[src/rtl/cbuf_agen_pkg.sv]
package cbuf_agen_pkg;

    // Register class selected by the write port
    typedef enum logic [1:0] {
        REG_INDEX  = 2'd0,
        REG_MODIFY = 2'd1,
        REG_LENGTH = 2'd2,
        REG_NONE   = 2'd3
    } reg_cls_e;

endpackage

[src/rtl/cbuf_agen_regs.sv]
module cbuf_agen_regs
    import cbuf_agen_pkg::*;
#(
    parameter int AW   = 14,
    parameter int NPTR = 4,
    parameter int NMOD = 4,
    localparam int PW  = (NPTR > 1) ? $clog2(NPTR) : 1,
    localparam int MW  = (NMOD > 1) ? $clog2(NMOD) : 1
) (
    input  logic          clk,
    input  logic          rst_n,
    input  logic          wr_en,
    input  logic [1:0]    wr_sel,
    input  logic [PW-1:0] wr_idx,
    input  logic [AW-1:0] wr_data,
    input  logic          upd_en,
    input  logic [PW-1:0] upd_ptr,
    input  logic [AW-1:0] upd_val,
    input  logic [PW-1:0] rd_ptr,
    input  logic [MW-1:0] rd_mod,
    output logic [AW-1:0] rd_idx,
    output logic [AW-1:0] rd_step,
    output logic [AW-1:0] rd_len
);

    typedef struct packed {
        logic [NPTR-1:0][AW-1:0] idx;
        logic [NMOD-1:0][AW-1:0] stp;
        logic [NPTR-1:0][AW-1:0] len;
    } regs_t;

    regs_t r_d, r_q;

    always_comb begin
        r_d = r_q;
        for (int p = 0; p < NPTR; p++) begin
            if (wr_en && wr_sel == REG_INDEX && wr_idx == PW'(p)) begin
                r_d.idx[p] = wr_data;
            end else if (upd_en && upd_ptr == PW'(p)) begin
                r_d.idx[p] = upd_val;
            end
            if (wr_en && wr_sel == REG_LENGTH && wr_idx == PW'(p)) begin
                r_d.len[p] = wr_data;
            end
        end
        for (int m = 0; m < NMOD; m++) begin
            if (wr_en && wr_sel == REG_MODIFY && wr_idx == PW'(m)) begin
                r_d.stp[m] = wr_data;
            end
        end
    end

    always_ff @(posedge clk or negedge rst_n) begin
        if (!rst_n) r_q <= '0;
        else        r_q <= r_d;
    end

    assign rd_idx  = r_q.idx[rd_ptr];
    assign rd_step = r_q.stp[rd_mod];
    assign rd_len  = r_q.len[rd_ptr];

    for (genvar g = 0; g < NPTR; g++) begin : g_ptr_chk

        idx_write_wins_chk: assert property (@(posedge clk) disable iff (!rst_n)
            (wr_en && wr_sel == REG_INDEX && wr_idx == PW'(g)) |=> (r_q.idx[g] == $past(wr_data)));

        idx_hold_chk: assert property (@(posedge clk) disable iff (!rst_n)
            (!(wr_en && wr_sel == REG_INDEX && wr_idx == PW'(g)) && !(upd_en && upd_ptr == PW'(g)))
            |=> $stable(r_q.idx[g]));
    end

    for (genvar g = 0; g < NMOD; g++) begin : g_mod_chk

        step_write_lands_chk: assert property (@(posedge clk) disable iff (!rst_n)
            (wr_en && wr_sel == REG_MODIFY && wr_idx == PW'(g)) |=> (r_q.stp[g] == $past(wr_data)));
    end

endmodule

[src/rtl/cbuf_agen_step.sv]
module cbuf_agen_step #(
    parameter int AW = 14
) (
    input  logic [AW-1:0] cur,
    input  logic [AW-1:0] step,
    input  logic [AW-1:0] len,
    output logic [AW-1:0] nxt
);

    logic        [AW-1:0] mask;
    logic        [AW-1:0] base;
    logic        [AW-1:0] raw;
    logic signed [AW+1:0] sum_w;
    logic signed [AW+1:0] lim_w;
    logic signed [AW+1:0] base_w;

    always_comb begin
        // Smear len-1 to get the power-of-two window mask
        mask = len - AW'(1);
        for (int s = 1; s < AW; s = s * 2) begin
            mask = mask | (mask >> s);
        end
        base   = cur & ~mask;
        base_w = $signed({2'b00, base});
        lim_w  = $signed({2'b00, base}) + $signed({2'b00, len});
        sum_w  = $signed({2'b00, cur}) + $signed({{2{step[AW-1]}}, step});
        raw    = cur + step;
        if (len == '0) begin
            nxt = raw;
        end else if (sum_w >= lim_w) begin
            nxt = raw - len;
        end else if (sum_w < base_w) begin
            nxt = raw + len;
        end else begin
            nxt = raw;
        end
    end

endmodule

[src/rtl/cbuf_agen_brev.sv]
module cbuf_agen_brev #(
    parameter int AW = 14
) (
    input  logic [AW-1:0] din,
    output logic [AW-1:0] dout
);

    for (genvar b = 0; b < AW; b++) begin : g_bit
        assign dout[b] = din[AW-1-b];
    end

endmodule

[src/rtl/cbuf_agen.sv]
module cbuf_agen #(
    parameter int AW   = 14,
    parameter int NPTR = 4,
    parameter int NMOD = 4,
    localparam int PW  = (NPTR > 1) ? $clog2(NPTR) : 1,
    localparam int MW  = (NMOD > 1) ? $clog2(NMOD) : 1
) (
    input  logic          clk,
    input  logic          rst_n,
    input  logic          wr_en,
    input  logic [1:0]    wr_sel,
    input  logic [PW-1:0] wr_idx,
    input  logic [AW-1:0] wr_data,
    input  logic          acc_en,
    input  logic [PW-1:0] acc_ptr,
    input  logic [MW-1:0] acc_mod,
    input  logic          brev_en,
    output logic [AW-1:0] addr_out,
    output logic          addr_vld
);

    typedef struct packed {
        logic [AW-1:0] addr;
        logic          vld;
    } out_t;

    out_t o_d, o_q;

    logic [AW-1:0] cur_idx, cur_step, cur_len, nxt_idx, rev_idx;

    cbuf_agen_regs #(.AW(AW), .NPTR(NPTR), .NMOD(NMOD)) u_regs (
        .clk     (clk),
        .rst_n   (rst_n),
        .wr_en   (wr_en),
        .wr_sel  (wr_sel),
        .wr_idx  (wr_idx),
        .wr_data (wr_data),
        .upd_en  (acc_en),
        .upd_ptr (acc_ptr),
        .upd_val (nxt_idx),
        .rd_ptr  (acc_ptr),
        .rd_mod  (acc_mod),
        .rd_idx  (cur_idx),
        .rd_step (cur_step),
        .rd_len  (cur_len)
    );

    cbuf_agen_step #(.AW(AW)) u_step (
        .cur  (cur_idx),
        .step (cur_step),
        .len  (cur_len),
        .nxt  (nxt_idx)
    );

    cbuf_agen_brev #(.AW(AW)) u_brev (
        .din  (cur_idx),
        .dout (rev_idx)
    );

    always_comb begin
        o_d     = o_q;
        o_d.vld = acc_en;
        if (acc_en) begin
            o_d.addr = brev_en ? rev_idx : cur_idx;
        end
    end

    always_ff @(posedge clk or negedge rst_n) begin
        if (!rst_n) o_q <= '0;
        else        o_q <= o_d;
    end

    assign addr_out = o_q.addr;
    assign addr_vld = o_q.vld;

    function automatic logic [AW-1:0] flip(input logic [AW-1:0] v);
        logic [AW-1:0] r;
        for (int i = 0; i < AW; i++) r[i] = v[AW-1-i];
        return r;
    endfunction


    access_valid_chk: assert property (@(posedge clk) disable iff (!rst_n)
        acc_en |=> addr_vld);

    idle_quiet_chk: assert property (@(posedge clk) disable iff (!rst_n)
        !acc_en |=> (!addr_vld && $stable(addr_out)));

    brev_addr_chk: assert property (@(posedge clk) disable iff (!rst_n)
        (acc_en && brev_en) |=> (addr_out == flip($past(cur_idx))));

    plain_addr_chk: assert property (@(posedge clk) disable iff (!rst_n)
        (acc_en && !brev_en) |=> (addr_out == $past(cur_idx)));

endmodule

[config.mk]
export PLATFORM = sky130hd
export DESIGN_NAME = cbuf_agen
export DESIGN_NICKNAME = d
export VERILOG_FILES = /design/src/rtl/cbuf_agen_pkg.sv /design/src/rtl/cbuf_agen_regs.sv /design/src/rtl/cbuf_agen_step.sv /design/src/rtl/cbuf_agen_brev.sv /design/src/rtl/cbuf_agen.sv
export SDC_FILE = /design/constraint.sdc
export NUM_CORES = 1
export LEC_CHECK = 0
export BUFFER_PORTS_ARGS = -buffer_cell sky130_fd_sc_hd__clkbuf_2
export CAP_MARGIN = 0
export CORE_MARGIN = 2
export CORE_UTILIZATION = 56
export DETAILED_ROUTE_END_ITERATION = 12
export GPL_ROUTABILITY_DRIVEN = 1
export GPL_TIMING_DRIVEN = 0
export PLACE_DENSITY = 0.7
export SETUP_SLACK_MARGIN = 0.05
export SLEW_MARGIN = 25
export SYNTH_ARGS = -nofsm -noshare
export SYNTH_HDL_FRONTEND = slang
export SYNTH_SLANG_ARGS = --single-unit
export TNS_END_PERCENT = 50
[constraint.sdc]
create_clock -name clk -period 18.6 [get_ports clk]
set_input_delay 1.86 -clock clk [delete_from_list [all_inputs] [get_ports clk]]
set_output_delay 1.86 -clock clk [all_outputs]
set_load 0.01 [all_outputs]
---- Yosys cells after proc, flatten, opt, wreduce, memory -nomap -nowiden ----
Index checks and enable logic that the tools add are counted.
storage, ports and cells
  logic and storage cells ................. 83
  input port bits ......................... 27
  flip-flop bits (word level) ............. 183
  output and inout port bits .............. 15
cells by class
  reduce and logical (&&, ||, !) cells .... 27
  eq/ne operators ......................... 8
  bitwise logic cells ..................... 6
  order comparisons ....................... 4
  $add $sub $neg .......................... 6
  multiplexer cells ....................... 18
operator list
  kind                                                 number
  two-way mux 14 bit                                   15
  binary-select mux 14 bit (select 2 bit)              3
  adder 14 bit                                         2
  logical AND 1 bit                                    19
  adder 15 x 14 -> 16 bit                              1
  greater-or-equal comparator 16 bit                   1
  < comparator 16 x 15 -> 1 bit                        1
  adder 14 x 14 -> 15 bit                              1
  bitwise AND 14 bit                                   1
  logical NOT 14 bit                                   1
  NOT 14 bit                                           1
  OR 14 x 10 -> 14 bit                                 1
  OR 14 x 12 -> 14 bit                                 1
  OR 14 x 13 -> 14 bit                                 1
  OR 14 x 6 -> 14 bit                                  1
  subtractor 14 x 1 -> 14 bit (second input constant)  1
  subtractor 14 bit                                    1
  == test 2 bit (second input constant)                5
  nonzero test 2 bit                                   4
  == test 2 x 1 -> 1 bit (second input constant)       3
  logical NOT 2 bit                                    3
  < comparator 2 x 3 -> 1 bit (second input constant)  2

---- Depth between registers and ports, before layout ----
  depth in word-level cells ............... 15
  depth in mapped cells ................... 36
  mapped depth without buffers ............ 35

---- Hierarchy ----
A second synthesis with hierarchy kept.
second synthesis, totals
  cell total of the unflattened synthesis .. 1097
  area, all modules ....................... 12579.6 µm²
modules (own cells, without submodules)
  module          seq. area each (µm²)  area each (µm²)  instances  cells an instance
  cbuf_agen_regs  4204.0                8030.2           1          497
  cbuf_agen_step  0.0                   3758.6           1          524
  cbuf_agen       375.4                 685.7            1          62
  cbuf_agen_brev  0.0                   105.1            1          14

---- Worst setup path before layout ----
No wires, ideal clock.
  path type ............................... input to register
  from .................................... in acc_ptr[0]
  to ...................................... reg u_regs.r_q[114] (netlist name)
  stages .................................. 34
  library setup time ...................... 0.130 ns
  slack ................................... 9.531 ns
  arrival time ............................ 8.939 ns
  data required time ...................... 18.470 ns
  path buffers ............................ 2
  cells stage by stage .................... buf_4 > mux4_2 > inv_1 > ha_1 > nor4b_4 > nand2_1 > nor4_1 > nor3_1 > nor2_1 > o211a_1 > and3_1 > and2_1 > and3_1 > ha_1 > a21o_1 > a21oi_1 > o21bai_1 > a21oi_1 > o21bai_1 > a21oi_1 > o21bai_1 > a2111oi_0 > nor2_1 > a311oi_1 > ha_1 > a21o_1 > a221oi_1 > o21ai_0 > a211o_1 > o21ai_0 > nand2_1 > buf_6 > nor2_1 > o31ai_1
on the way
  longest elaborated chain between the ends .. 15
  elaborated cells on any way between the ends .. 27
  those cells by class .................... 6 x add/sub; 2 x order compare; 9 x mux; 6 x bitwise; 4 x reduce/logical
RTL lines
  element                                                                   RTL line                                    source
  from (decl)                                                               cbuf_agen.sv:15                             input logic [PW-1:0] acc_ptr,
  binary-select mux 14 bit (select 2 bit)                                   cbuf_agen_regs.sv:60                        assign rd_len = r_q.len[rd_ptr];
  two-way mux 14 bit (implied by the code)                                  cbuf_agen_regs.sv:60
  subtractor 14 x 1 -> 14 bit                                               cbuf_agen_step.sv:19                        mask = len - AW'(1);
  OR 14 x 13 -> 14 bit                                                      cbuf_agen_step.sv:21                        mask = mask | (mask >> s);
  OR 14 x 12 -> 14 bit                                                      cbuf_agen_step.sv:21
  OR 14 x 10 -> 14 bit                                                      cbuf_agen_step.sv:21
  OR 14 x 6 -> 14 bit                                                       cbuf_agen_step.sv:21
  NOT 14 bit                                                                cbuf_agen_step.sv:23                        base = cur & ~mask;
  bitwise AND 14 bit                                                        cbuf_agen_step.sv:23
  adder 14 x 14 -> 15 bit or < comparator 16 x 15 -> 1 bit (tied branches)  cbuf_agen_step.sv:25, cbuf_agen_step.sv:32
  greater-or-equal comparator 16 bit or two-way mux 14 bit (tied branches)  cbuf_agen_step.sv:30, cbuf_agen_step.sv:32
  two-way mux 14 bit                                                        cbuf_agen_step.sv:30                        end else if (sum_w >= lim_w) begin
  two-way mux 14 bit                                                        cbuf_agen_step.sv:28                        if (len == '0) begin
  two-way mux 14 bit                                                        cbuf_agen_regs.sv:39                        end else if (upd_en && upd_ptr == PW'(p)) begin
  two-way mux 14 bit                                                        cbuf_agen_regs.sv:37                        if (wr_en && wr_sel == REG_INDEX && wr_idx == PW'(p)) begin
  to (signal assigned)                                                      cbuf_agen_regs.sv:55                        else r_q <= r_d;
  to (decl)                                                                 cbuf_agen_regs.sv:32                        regs_t r_d, r_q;
Several ways; a longest one is shown, not always the timed one. The select of a mux whose other input is x is not followed.
A chain may end at the register's enable or synchronous reset.

---- Final worst setup path ----
  from .................................... in acc_ptr[1]
  to ...................................... reg u_regs.r_q[149] (netlist name)
The elaborated chain is that of the path after synthesis.

==> metrics.txt <==
ys flop type dfrtp_1; Worst Hold Path Cells 1; warnings from Yosys 0; grt ovf 0; CP endpoint u_regs.r_q[149]$_DFFE_PN0P_; Post-CTS Resized 0; CTS Hold Bufs 0; detailed-placement wirelength estimate about 27 mm; I/O pin count 42; delay-heaviest family, CP compound AO/OA/AOI/OAI gates; Cell Pwr Density 200.4 mW/mm^2; FF+latch count, synth 183; post-CTS setup buffers 0; GRT Total Usage between 30% and 40%; CP max FO 10; CP Launch Type primary input; share of cells above drive strength 1 between 20% and 30%; Synth top area share between 30% and 40%; Hold WC Path Type reg2reg; Worst Skew around 18 ps; via count ~10000; status complete, no violations; largest net degree at the start of global routing 84; Hold WS between 500 and 600 ps; placed cell count about 1500; max_cap viols 0; register area share after synthesis between 30% and 40%; antenna violations before repair 0; TritonCTS buffer count 17; Switch Pwr roughly 0.0013 W; sw frac about half; CP endpoint kind flop; syn_nets 1313; R2R depth 33; area grow syn2layout 9.711%; Distinct cells, synth 76; Buf+Inv Stages, Crit Path 3; core area 0.02182 sq mm; CP Depth 34; # rows 54; 1st-pass router iterations 5; RSZ-0062 raised after global routing no; Max Slew Vio Count 0; combinational power share about two thirds; VDD IR max roughly 0.1 mV; R2R Path Start u_regs.r_q[43]$_DFFE_PN0P_; via/cell ratio approximately 6.4; Routed wire per std cell ~23 um; WL final roughly 35 mm; post-route insts no fill 1548; routability congestion estimate roughly 1; Max Clk Rate 0.09096 GHz; FFs w/ async S/R, synth 100.0%; initial core utilization a little under three fifths; CP arrival roughly 11000 ps; average size of a mapped cell 10.38 sq um; Synth Cell Area approximately 0.012 sq mm; port buffer count 37; Reg-to-Reg End u_regs.r_q[149]$_DFFE_PN0P_; vias in the first global route 9804; Routed Antenna Nets 0; max_slew headroom a little under a third; leakage 6.082 nW; total number of H-tree levels 4; top post-synthesis cells by count dfrtp_1, a21oi_1, mux2_2, ha_1, nor2_1; Synth area leader dfrtp_1; clock tree sinks between 150 and 200; Least-Margin Pin Slew between 1000 and 1500 ps; final hold violation count 0; most common cell in the netlist dfrtp_1; Setup crit start acc_ptr[1]; fin crit period between 10000 and 15000 ps; clock slew seen by the registers of the worst setup and hold paths roughly 70 ps; data required time at the worst endpoint approximately 19000 ps; final setup TNS 0 ps; Reg power frac between 20% and 30%; clock share of power a little over an eighth; Int Power between 0.001 and 0.0015 W; clk root buf clkbuf_16; slowest cell on the critical path a2111oi_0; die height approximately 150 um; Setup Crit Path Kind in2reg; fin nets roughly 1400; clk_lat worst skew approximately 440 ps; post-synthesis cell count 1197; Remaining DRCs 0; global-route wire length before repair roughly 56 mm; CTS tree built; Setup-failing EPs final 0; period utilization between 50% and 60%; Clock Tree Buf Depth 2; n_diodes 0; synth top area cells dfrtp_1, mux2_2, ha_1; reg-to-reg slack, setup 9050 ps; Post-synth EDFFs 0; CP peak stage delay between 600 and 700 ps; DR iter-0 viols just over 800; Die Footprint around 0.023 sq mm; die width between 150 and 200 um
==> final cells by class <==
type                            instances  area (sq um)
Clock inverter                         15         176.4
Sequential cell                       183          4579
Buffer                                 62         260.3
Timing Repair Buffer                   39         249.0
Tap cell                              280         350.3
Fill cell                            1819          8197
Clock buffer                           17         425.4
Inverter                               56         210.2
Multi-Input combinational cell        896          7376
==> metal layers <==
metal	vias to the layer above	GRT usage, %	wire length [um]	part of all wire [%]
li1	4556	-	-	-
met1	4954	43.15	15460	44
met2	384	48.41	16120	46
met3	73	5.189	2369	6.7
met4	0	12.17	1307	3.7
met5	-	0	0	0
==> worst reg2reg max path: cells and delay by family (launching register included) <==
family / cells / cell delay, ps
flops: 1 / 390
mux: 1 / 640
compound gates: 16 / 4350
fa+ha+maj: 3 / 820
simple gates: 11 / 2640
buf+inv: 2 / 560
==> stage by stage <==
step | area [sq um] | setup slack [ps] | total power (W) | utilization (%)
global route | 13630 | 6930 | 0.002919 | 62.44
detailed placement | 13020 | 7389 | 0.002326 | 59.66
floorplan | 12420 | 9531 | 0.001852 | -
global placement | 12960 | 7500 | 0.002288 | 59.37
finish | 13630 | 7607 | 0.002731 | 62.44
CTS | 13620 | 7833 | 0.002698 | 62.42
==> worst min-delay path by stage <==
| stage | start | to | slack, ps |
|---|---|---|---|
| floorplan | u_regs.r_q[0]$_DFFE_PN0P_ | u_regs.r_q[0]$_DFFE_PN0P_ | 470 |
| global placement | u_regs.r_q[88]$_DFFE_PN0P_ | u_regs.r_q[88]$_DFFE_PN0P_ | 480 |
| detailed placement | u_regs.r_q[0]$_DFFE_PN0P_ | u_regs.r_q[0]$_DFFE_PN0P_ | 490 |
| CTS | u_regs.r_q[51]$_DFFE_PN0P_ | u_regs.r_q[51]$_DFFE_PN0P_ | 510 |
| global route | u_regs.r_q[63]$_DFFE_PN0P_ | u_regs.r_q[63]$_DFFE_PN0P_ | 520 |
| finish | u_regs.r_q[51]$_DFFE_PN0P_ | u_regs.r_q[51]$_DFFE_PN0P_ | 510 |
==> power groups by stage <==
stage / Sequential [W] / Clock, W / Combinational, W
after floorplan: 0.000576 / 0 / 0.00128
after global placement: 0.000587 / 0 / 0.00170
after detailed placement: 0.000592 / 0 / 0.00173
after CTS: 0.000586 / 0.000366 / 0.00175
after global routing: 0.000601 / 0.000383 / 0.00194
final: 0.000589 / 0.000364 / 0.00178
==> cells by family (layout without fill, tap and decap cells) <==
family	Yosys count	count (layout)	share of synthesized area, %
AOI/OAI and AO/OA	307	307	15.84
and+or+nand+nor	288	288	12.28
DFF	183	183	36.87
muxes	170	170	19.06
buffers and inverters	118	189	3.788
adders and majority gates	89	89	9.207
xor gates and xnor gates	42	42	2.962
==> registers in the layout (all words and copies together) (netlist names) <==
| name | cells |
|---|---|
| u_regs.r_q | 168 |
| addr_vld | 1 |
| addr_out | 14 |
==> cells in the final DEF (no fill, tap or decap), types with 10 or more instances in the layout <==
| cell | n |
|---|---|
| xnor2_1 | 36 |
| clkbuf_2 | 36 |
| nor2_1 | 68 |
| nand2b_1 | 14 |
| inv_1 | 56 |
| ha_1 | 85 |
| o21ai_0 | 33 |
| mux4_2 | 42 |
| clkbuf_16 | 17 |
| mux2i_1 | 16 |
| mux2_2 | 112 |
| nand3_1 | 20 |
| and3_1 | 42 |
| dfrtp_1 | 183 |
| o211ai_1 | 11 |
| clkbuf_1 | 51 |
| nand2_1 | 54 |
| o21ai_1 | 27 |
| nor3_1 | 23 |
| or3_1 | 10 |
| a21o_1 | 16 |
| a21oi_1 | 114 |
| a31oi_1 | 10 |
(Power assumes the default switching activity.)
